## src/rtl/coef_fetch_pkg.sv

```systemverilog
package coef_fetch_pkg;
  typedef struct packed {
    logic load;   // capture request lists, arm pending masks
    logic issue;  // banks may issue this cycle
  } fetchStrobe_t;
endpackage

```

## src/rtl/coef_fetch_ctrl.sv

```systemverilog
module coef_fetch_ctrl
  import coef_fetch_pkg::*;
#(
  parameter int CNT_W = 5
) (
  input  logic             clk,
  input  logic             rst,
  input  logic             start,
  input  logic             pendEmpty,
  output fetchStrobe_t     strobe,
  output logic             busy,
  output logic             done,
  output logic [CNT_W-1:0] cycleCount
);
  logic running;

  always_comb begin
    strobe.load  = start && !running;
    strobe.issue = running && !pendEmpty;
  end

  assign done = running && pendEmpty;
  assign busy = running;

  always_ff @(posedge clk) begin
    if (rst) begin
      running    <= 1'b0;
      cycleCount <= '0;
    end else begin
      if (strobe.load) begin
        running    <= 1'b1;
        cycleCount <= '0;
      end else if (done) begin
        running <= 1'b0;
      end
      if (strobe.issue) cycleCount <= cycleCount + 1'b1;
    end
  end
endmodule

```

## src/rtl/coef_fetch_dp.sv

```systemverilog
module coef_fetch_dp
  import coef_fetch_pkg::*;
#(
  parameter int NUM_BANKS = 4,
  parameter int LIST_LEN  = 8,
  parameter int ADDR_W    = 8,
  parameter int DATA_W    = 16,
  localparam int BANK_W   = $clog2(NUM_BANKS),
  localparam int IDX_W    = $clog2(LIST_LEN),
  localparam int ROW_W    = ADDR_W - BANK_W
) (
  input  logic                          clk,
  input  logic                          rst,
  input  fetchStrobe_t                  strobe,
  input  logic [LIST_LEN*ADDR_W-1:0]    reqAddrA,
  input  logic [LIST_LEN-1:0]           reqValidA,
  input  logic [LIST_LEN*ADDR_W-1:0]    reqAddrB,
  input  logic [LIST_LEN-1:0]           reqValidB,
  output logic                          pendEmpty,
  output logic [NUM_BANKS-1:0]          bankRdEn,
  output logic [NUM_BANKS*ROW_W-1:0]    bankRdAddr,
  input  logic [NUM_BANKS*DATA_W-1:0]   bankRdData,
  output logic [NUM_BANKS-1:0]          rdValid,
  output logic [NUM_BANKS-1:0]          rdTag,
  output logic [NUM_BANKS*IDX_W-1:0]    rdIdx,
  output logic [NUM_BANKS*DATA_W-1:0]   rdData
);
  logic [ADDR_W-1:0]   addrA [LIST_LEN];
  logic [ADDR_W-1:0]   addrB [LIST_LEN];
  logic [LIST_LEN-1:0] pendA, pendB;
  logic [LIST_LEN-1:0] grantA [NUM_BANKS];
  logic [LIST_LEN-1:0] grantB [NUM_BANKS];
  logic [LIST_LEN-1:0] clrA, clrB;

  always_ff @(posedge clk) begin
    if (strobe.load) begin
      for (int i = 0; i < LIST_LEN; i++) begin
        addrA[i] <= reqAddrA[i*ADDR_W +: ADDR_W];
        addrB[i] <= reqAddrB[i*ADDR_W +: ADDR_W];
      end
    end
  end

  always_comb begin
    clrA = '0;
    clrB = '0;
    for (int b = 0; b < NUM_BANKS; b++) begin
      clrA = clrA | grantA[b];
      clrB = clrB | grantB[b];
    end
  end

  always_ff @(posedge clk) begin
    if (rst) begin
      pendA <= '0;
      pendB <= '0;
    end else if (strobe.load) begin
      pendA <= reqValidA;
      pendB <= reqValidB;
    end else if (strobe.issue) begin
      pendA <= pendA & ~clrA;
      pendB <= pendB & ~clrB;
    end
  end

  assign pendEmpty = (pendA == '0) && (pendB == '0);
  assign rdData    = bankRdData;

  for (genvar b = 0; b < NUM_BANKS; b++) begin : g_bank
    logic [LIST_LEN-1:0] hitA, hitB;
    logic [IDX_W-1:0]    selA, selB;
    logic                anyA, anyB, pickB, issueHere;
    logic [ADDR_W-1:0]   chosen;
    logic                validQ, tagQ;
    logic [IDX_W-1:0]    idxQ;

    always_comb begin
      for (int i = 0; i < LIST_LEN; i++) begin
        hitA[i] = pendA[i] && (addrA[i][BANK_W-1:0] == BANK_W'(b));
        hitB[i] = pendB[i] && (addrB[i][BANK_W-1:0] == BANK_W'(b));
      end
      selA = '0;
      selB = '0;
      for (int i = LIST_LEN - 1; i >= 0; i--) begin
        if (hitA[i]) selA = IDX_W'(i);
        if (hitB[i]) selB = IDX_W'(i);
      end
    end

    assign anyA      = |hitA;
    assign anyB      = |hitB;
    assign pickB     = !anyA && anyB;
    assign issueHere = strobe.issue && (anyA || anyB);
    assign chosen    = pickB ? addrB[selB] : addrA[selA];

    assign grantA[b] = (issueHere && !pickB) ? (LIST_LEN'(1) << selA) : '0;
    assign grantB[b] = (issueHere && pickB)  ? (LIST_LEN'(1) << selB) : '0;

    assign bankRdEn[b]                   = issueHere;
    assign bankRdAddr[b*ROW_W +: ROW_W]  = chosen[ADDR_W-1:BANK_W];

    always_ff @(posedge clk) begin
      if (rst) begin
        validQ <= 1'b0;
        tagQ   <= 1'b0;
        idxQ   <= '0;
      end else begin
        validQ <= issueHere;
        if (issueHere) begin
          tagQ <= pickB;
          idxQ <= pickB ? selB : selA;
        end
      end
    end

    assign rdValid[b]              = validQ;
    assign rdTag[b]                = tagQ;
    assign rdIdx[b*IDX_W +: IDX_W] = idxQ;
  end
endmodule

```

## src/rtl/coef_fetch_sched.sv

```systemverilog
module coef_fetch_sched
  import coef_fetch_pkg::*;
#(
  parameter int NUM_BANKS = 4,
  parameter int LIST_LEN  = 8,
  parameter int ADDR_W    = 8,
  parameter int DATA_W    = 16,
  localparam int BANK_W   = $clog2(NUM_BANKS),
  localparam int IDX_W    = $clog2(LIST_LEN),
  localparam int ROW_W    = ADDR_W - BANK_W,
  localparam int CNT_W    = $clog2(2*LIST_LEN + 1)
) (
  input  logic                        clk,
  input  logic                        rst,
  input  logic                        start,
  input  logic [LIST_LEN*ADDR_W-1:0]  reqAddrA,
  input  logic [LIST_LEN-1:0]         reqValidA,
  input  logic [LIST_LEN*ADDR_W-1:0]  reqAddrB,
  input  logic [LIST_LEN-1:0]         reqValidB,
  output logic [NUM_BANKS-1:0]        bankRdEn,
  output logic [NUM_BANKS*ROW_W-1:0]  bankRdAddr,
  input  logic [NUM_BANKS*DATA_W-1:0] bankRdData,
  output logic [NUM_BANKS-1:0]        rdValid,
  output logic [NUM_BANKS-1:0]        rdTag,
  output logic [NUM_BANKS*IDX_W-1:0]  rdIdx,
  output logic [NUM_BANKS*DATA_W-1:0] rdData,
  output logic                        busy,
  output logic                        done,
  output logic [CNT_W-1:0]            cycleCount
);
  fetchStrobe_t strobe;
  logic         pendEmpty;

  coef_fetch_ctrl #(.CNT_W(CNT_W)) u_ctrl (
    .clk(clk), .rst(rst), .start(start), .pendEmpty(pendEmpty),
    .strobe(strobe), .busy(busy), .done(done), .cycleCount(cycleCount)
  );

  coef_fetch_dp #(
    .NUM_BANKS(NUM_BANKS), .LIST_LEN(LIST_LEN), .ADDR_W(ADDR_W), .DATA_W(DATA_W)
  ) u_dp (
    .clk(clk), .rst(rst), .strobe(strobe),
    .reqAddrA(reqAddrA), .reqValidA(reqValidA),
    .reqAddrB(reqAddrB), .reqValidB(reqValidB),
    .pendEmpty(pendEmpty), .bankRdEn(bankRdEn), .bankRdAddr(bankRdAddr),
    .bankRdData(bankRdData), .rdValid(rdValid), .rdTag(rdTag),
    .rdIdx(rdIdx), .rdData(rdData)
  );
endmodule

```

## config.mk

```make
export PLATFORM = sky130hd
export DESIGN_NAME = coef_fetch_sched
export DESIGN_NICKNAME = d
export VERILOG_FILES = /design/src/rtl/coef_fetch_pkg.sv /design/src/rtl/coef_fetch_ctrl.sv /design/src/rtl/coef_fetch_dp.sv /design/src/rtl/coef_fetch_sched.sv
export SDC_FILE = /design/constraint.sdc
export NUM_CORES = 1
export LEC_CHECK = 0
export BUFFER_PORTS_ARGS = -buffer_cell sky130_fd_sc_hd__buf_2
export CORE_MARGIN = 2
export CORE_UTILIZATION = 53
export CTS_CLUSTER_SIZE = 24
export DETAILED_ROUTE_END_ITERATION = 8
export PLACE_DENSITY = 0.82
export SYNTH_ARGS = -nofsm -noshare
export SYNTH_HDL_FRONTEND = slang
export SYNTH_SLANG_ARGS = --single-unit
```

## constraint.sdc

```tcl
create_clock -name clk -period 5.8 [get_ports clk]
set_input_delay 0.29 -clock clk [delete_from_list [all_inputs] [get_ports clk]]
set_output_delay 0.29 -clock clk [all_outputs]
set_load 0.03 [all_outputs]
```

## Word level (Yosys, flattened, before mapping)

Memories as Yosys holds them, arrays and structs flattened.
Cells that the tools add are included.

| storage, ports and cells | value |
|---|---|
| memories | 2 |
| output and inout bits | 119 |
| bits in writable memories | 128 |
| bits in registers | 42 |
| input bits | 211 |
| logic and storage cells | 301 |

| cells by class | value |
|---|---|
| bitwise operators | 10 |
| multiplexer cells | 90 |
| reduce and logical (&&, ||, !) cells | 126 |
| add/subtract/negate cells | 1 |
| shift operators | 8 |
| equal/unequal tests | 48 |

Memories:

| memory | words | bits a word | rd ports | clocked after memory_dff | wr ports | RTL line | source |
|---|---|---|---|---|---|---|---|
| u_dp.addrA | 8 | 8 | 12 | 0 | 8 | coef_fetch_dp.sv:28 | `logic [ADDR_W-1:0] addrA [LIST_LEN];` |
| u_dp.addrB | 8 | 8 | 12 | 0 | 8 | coef_fetch_dp.sv:29 | `logic [ADDR_W-1:0] addrB [LIST_LEN];` |

Operator list:

| operator | count |
|---|---|
| 3-bit 2-to-1 mux | 68 |
| 8-bit 2-to-1 mux | 16 |
| 1-bit logical AND | 84 |
| 2-bit == test (second input constant) | 32 |
| 8-bit OR reduction | 8 |
| 1-bit by 3-bit left shift with 8-bit output (first input constant) | 8 |
| 8-bit bitwise OR | 6 |
| 2-bit by 1-bit == test with 1-bit output (second input constant) | 16 |
| 2-bit zero test | 16 |
| 8-bit bitwise AND | 2 |
| 8-bit zero test | 2 |
| 8-bit NOT | 2 |
| 1-bit zero test | 10 |
| 5-bit 2-to-1 mux | 2 |
| 5-bit by 1-bit adder with 5-bit output (second input constant) | 1 |
| 1-bit logical OR | 4 |
| 1-bit 2-to-1 mux | 4 |
| 2-bit nonzero test | 2 |

## Longest topological paths before layout

| depth | value |
|---|---|
| word-level depth | 19 |
| gate-level depth with buffers | 9 |
| depth with buffers taken out | 7 |

## Modules after synthesis

From an unflattened synthesis, not the netlist that was laid out.

| second synthesis, totals | value |
|---|---|
| cells, all modules | 1186 |
| area total of the unflattened synthesis | 11598.6 um^2 |

Modules (own cells, without submodules):

| module | instances | cells each | seq. area each (um^2) | area each (um^2) |
|---|---|---|---|---|
| coef_fetch_dp | 1 | 1155 | 4564.4 | 11313.4 |
| coef_fetch_ctrl | 1 | 31 | 120.1 | 285.3 |

## Worst setup path before layout

Ideal clock, no wire load.

| path | value |
|---|---|
| path type | register to register |
| from | register u_ctrl.running (netlist: u_ctrl.busy) |
| to | register u_dp.pendB[6] |
| data required time | 5.708 ns |
| arrival time | 5.208 ns |
| path buffers | 1 |
| stages on the path, launching flop included | 8 |
| setup time | 0.092 ns |
| path slack | 0.499 ns |
| clock period less this slack | 5.301 ns |
| cells stage by stage | dfxtp_1 -> inv_1 -> nand2_1 -> clkinv_1 -> nor2_1 -> clkbuf_1 -> nand3_1 -> o32ai_1 |

RTL lines:

| element | RTL line | source |
|---|---|---|
| from (decl) | coef_fetch_ctrl.sv:15 | `logic running;` |
| from (signal assigned) | coef_fetch_ctrl.sv:27 | `running <= 1'b0;` |
| from (signal assigned) | coef_fetch_ctrl.sv:31 | `running <= 1'b1;` |
| from (signal assigned) | coef_fetch_ctrl.sv:34 | `running <= 1'b0;` |
| to (signal assigned) | coef_fetch_dp.sv:59 | `pendB <= reqValidB;` |
| to (signal assigned) | coef_fetch_dp.sv:62 | `pendB <= pendB & ~clrB;` |
| to (decl) | coef_fetch_dp.sv:30 | `logic [LIST_LEN-1:0] pendA, pendB;` |

==> metrics.md <==
| Metric | Value |
|---|---|
| Status | `complete, no violations` |
| Pwr/cell area | `309.0 nW/um^2` |
| Longest Clk Path Bufs | `2` |
| Worst EP arrival | `3800 ps` |
| Fillers | `1830` |
| TritonCTS Buffers | `17` |
| Cells after Synth | `1097` |
| Fmax | `244.2 MHz` |
| Placer Congestion | `1.004` |
| Hold buffer count at CTS | `0` |
| Peak VDD IR | `0.2031 mV` |
| Hold WC Path Type | `in -> reg` |
| DP Area | `11900 sq um` |
| Ys async rst share | `0` |
| DRT iter0 DRCs | `1171` |
| Remaining global-route overflow | `0` |
| Netlist cell types | `92` |
| First-pass GRT wire length | `56340 microns` |
| First-pass DRT Iterations | `7` |
| Minimum clock period | `4095 ps` |
| Final #Nets | `1421` |
| CTS tree | `yes` |
| Clock sink count | `170` |
| Post-route setup slack | `1705 ps` |
| CP startpoint kind | `flop` |
| Worst Path Class, Setup | `reg -> out` |
| Die Ht | `149.7 microns` |
| Post-CTS setup buffers | `0` |
| Relative slew slack | `0.1238` |
| Number of synthesized flops with an enable pin | `128` |
| Largest net degree at the start of global routing | `75` |
| Final period utilization | `0.7060` |
| Post-synth top flop | `edfxtp_1` |
| Row count | `53` |
| I/O Pins | `330` |
| Syn nets | `1309` |
| Via count | `10030` |
| GRT Total Usage | `0.3372` |
| CP max FO | `16` |
| Internal power | `2.429 mW` |
| Pre-CTS WS | `2277 ps` |
| Synth warn | `0` |
| Crit path launch | `u_dp.addrB[6][1]` |
| Core area | `20960 sq um` |
| Worst-Margin Slew | `1309 ps` |
| Chip width | `149.7 microns` |
| Post-CTS resize count | `0` |
| Share of power burned in registers | `0.396` |
| Clock power frac | `0.304` |
| Worst clock skew | `11.10 ps` |
| Final WL | `38020 microns` |
| Final-report hold violation count | `0` |
| Worst skew pair latency | `450 ps` |
| Post-layout util | `0.5957` |
| Worst EP required | `5510 ps` |
| Clk pin slew, worst setup/hold paths | `70 ps` |
| Post-DR vias/cell | `6.699` |
| Die area | `22400 sq um` |
| Number of diodes | `0` |
| Starting Density | `0.5367` |
| PortBufs | `201` |
| Mapped cell area | `11250 sq um` |
| Total Neg Setup Slack | `0 ps` |
| Setup-failing EPs final | `0` |
| Area Growth Syn to Fin | `10.99%` |
| Syn Area/Cell | `10.25 sq um` |
| Routed Antenna Nets | `0` |
| Vias in the first global route | `9554` |
| #FFs+latches synth | `170` |
| Hold Path Origin | `reqAddrA[32]` |
| Setup crit end kind | `primary output` |
| Ratio of cells with drive above 1 in the final layout | `0.2709` |
| Seq/Total Area, Yosys | `0.4166` |
| RSZ-0062 raised after global routing | `false` |
| Combinational power share | `0.301` |
| Worst flop-to-flop path startpoint | `u_dp.addrB[4][0]` |
| Root Buffer | `clkbuf_16` |
| DP HPWL | `28720 microns` |
| Post-route DRC | `0` |
| Net Switching | `1.428 mW` |
| H-tree Lvls | `4` |
| Leak pwr | `5.056 nW` |
| WL per Instance | `25.40 microns` |
| Switching part of the total | `0.3702` |
| Antenna violations before repair | `0` |
| Max-cap viol count | `0` |
| Design Area, Final | `12480 sq um` |
| Slew Viols, Final | `0` |
-- critical path, stage by stage (launching register included) --
cell and delay [ps]:
edfxtp_1 460, nand3b_1 260, nor2b_1 210, o21ai_4 540, a21oi_1 170, and3_1 320
a2111oi_0 950, o211ai_1 220, buf_2 240
-- logic make-up after synthesis --
logic type / Yosys count / synth area share
compound gates: 277 / 0.1780
xor+xnor: 2 / 0.001558
fa+ha+maj: 1 / 0.001112
buf+inv: 131 / 0.07477
flops: 170 / 0.4166
mux: 131 / 0.1410
simple gates: 385 / 0.1870
-- path summary, 6_finish.rpt --
kind	to	slack, ps	cells after the start
worst max register to register	u_dp.pendB[5]	2630	7
worst max-delay path	bankRdAddr[11]	1710	8
worst min-delay path	u_dp.addrA[4][0]	10	1
worst min register to register	u_dp.g_bank[2].idxQ[1]	450	2
-- layer usage --
metal / vias to the layer above / wire (microns) / global-route usage
met3: 180 / 3340 / 0.05915
li1: 4394 / - / -
met4: 0 / 2654 / 0.2094
met2: 717 / 18080 / 0.5557
met1: 4737 / 13950 / 0.4117
met5: - / 0 / 0
-- registers in the layout, summed over array words and instances (netlist names) --
signal,flops
u_dp.pendB,8
u_dp.pendA,8
u_dp.addrA,64
u_ctrl.cycleCount,5
u_dp.addrB,64
u_dp.g_bank.tagQ,4
u_dp.g_bank.idxQ,12
u_dp.g_bank.validQ,4
u_ctrl.busy,1
-- cell usage in the layout, fill, tap and decap left out, types with 9 or more instances in the layout --
cell,instances
a211oi_1,18
a21oi_1,59
a22oi_1,29
a2bb2oi_1,12
a31oi_1,13
and2_1,18
and3_1,15
and3b_1,9
buf_2,201
buf_4,12
clkbuf_16,17
dfxtp_1,42
edfxtp_1,128
mux2_2,21
mux2i_1,86
mux4_2,17
nand2_1,106
nand3_1,48
nand3b_1,28
nand4_1,10
nor2_1,69
nor3_1,11
o211ai_1,23
o21ai_0,23
o22ai_1,16
o31ai_1,9
-- final cells by class --
| cell class | instances | area, sq um | share of cell area |
|---|---|---|---|
| Sequential cell | 170 | 4684 | 0.3753 |
| Clock inverter | 15 | 161.4 | 0.01293 |
| Inverter | 11 | 43.79 | 0.003508 |
| Tap cell | 275 | 344.1 | 0.02757 |
| Multi-Input combinational cell | 796 | 5727 | 0.4588 |
| Clock buffer | 17 | 425.4 | 0.03408 |
| Timing Repair Buffer | 213 | 1096 | 0.08781 |
-- synth_stat cells (all sizes together), types with 28 or more instances --
cell | count | area, sq um
buf | 101 | 728.2
edfxtp | 128 | 3844
a21oi | 60 | 311.5
a22oi | 29 | 217.7
nand2 | 107 | 404.1
nand3 | 49 | 257.8
mux2 | 28 | 341.6
mux2i | 86 | 860.8
o21ai | 32 | 175.2
nand3b | 28 | 210.2
dfxtp | 42 | 840.8
nor2 | 73 | 289.0
-- metrics by stage --
stage	hold slack (ps)	power, mW	cells
6_report	12.33	3.857	1497
3_3_place_gp	444.3	2.672	1465
4_1_cts	13.73	3.832	1497
3_5_place_dp	446.8	2.684	1465
5_1_grt	9.350	3.978	1497
2_1_floorplan	388.9	2.391	1097
-- power groups by stage --
| stage | combinational (mW) | sequential (mW) | clock, mW |
|---|---|---|---|
| 2_1_floorplan | 0.865 | 1.53 | 0 |
| 3_3_place_gp | 1.13 | 1.54 | 0 |
| 3_5_place_dp | 1.14 | 1.55 | 0 |
| 4_1_cts | 1.14 | 1.52 | 1.17 |
| 5_1_grt | 1.23 | 1.53 | 1.22 |
| 6_report | 1.16 | 1.53 | 1.17 |
Note: power is estimated with default switching activity, not from simulation.
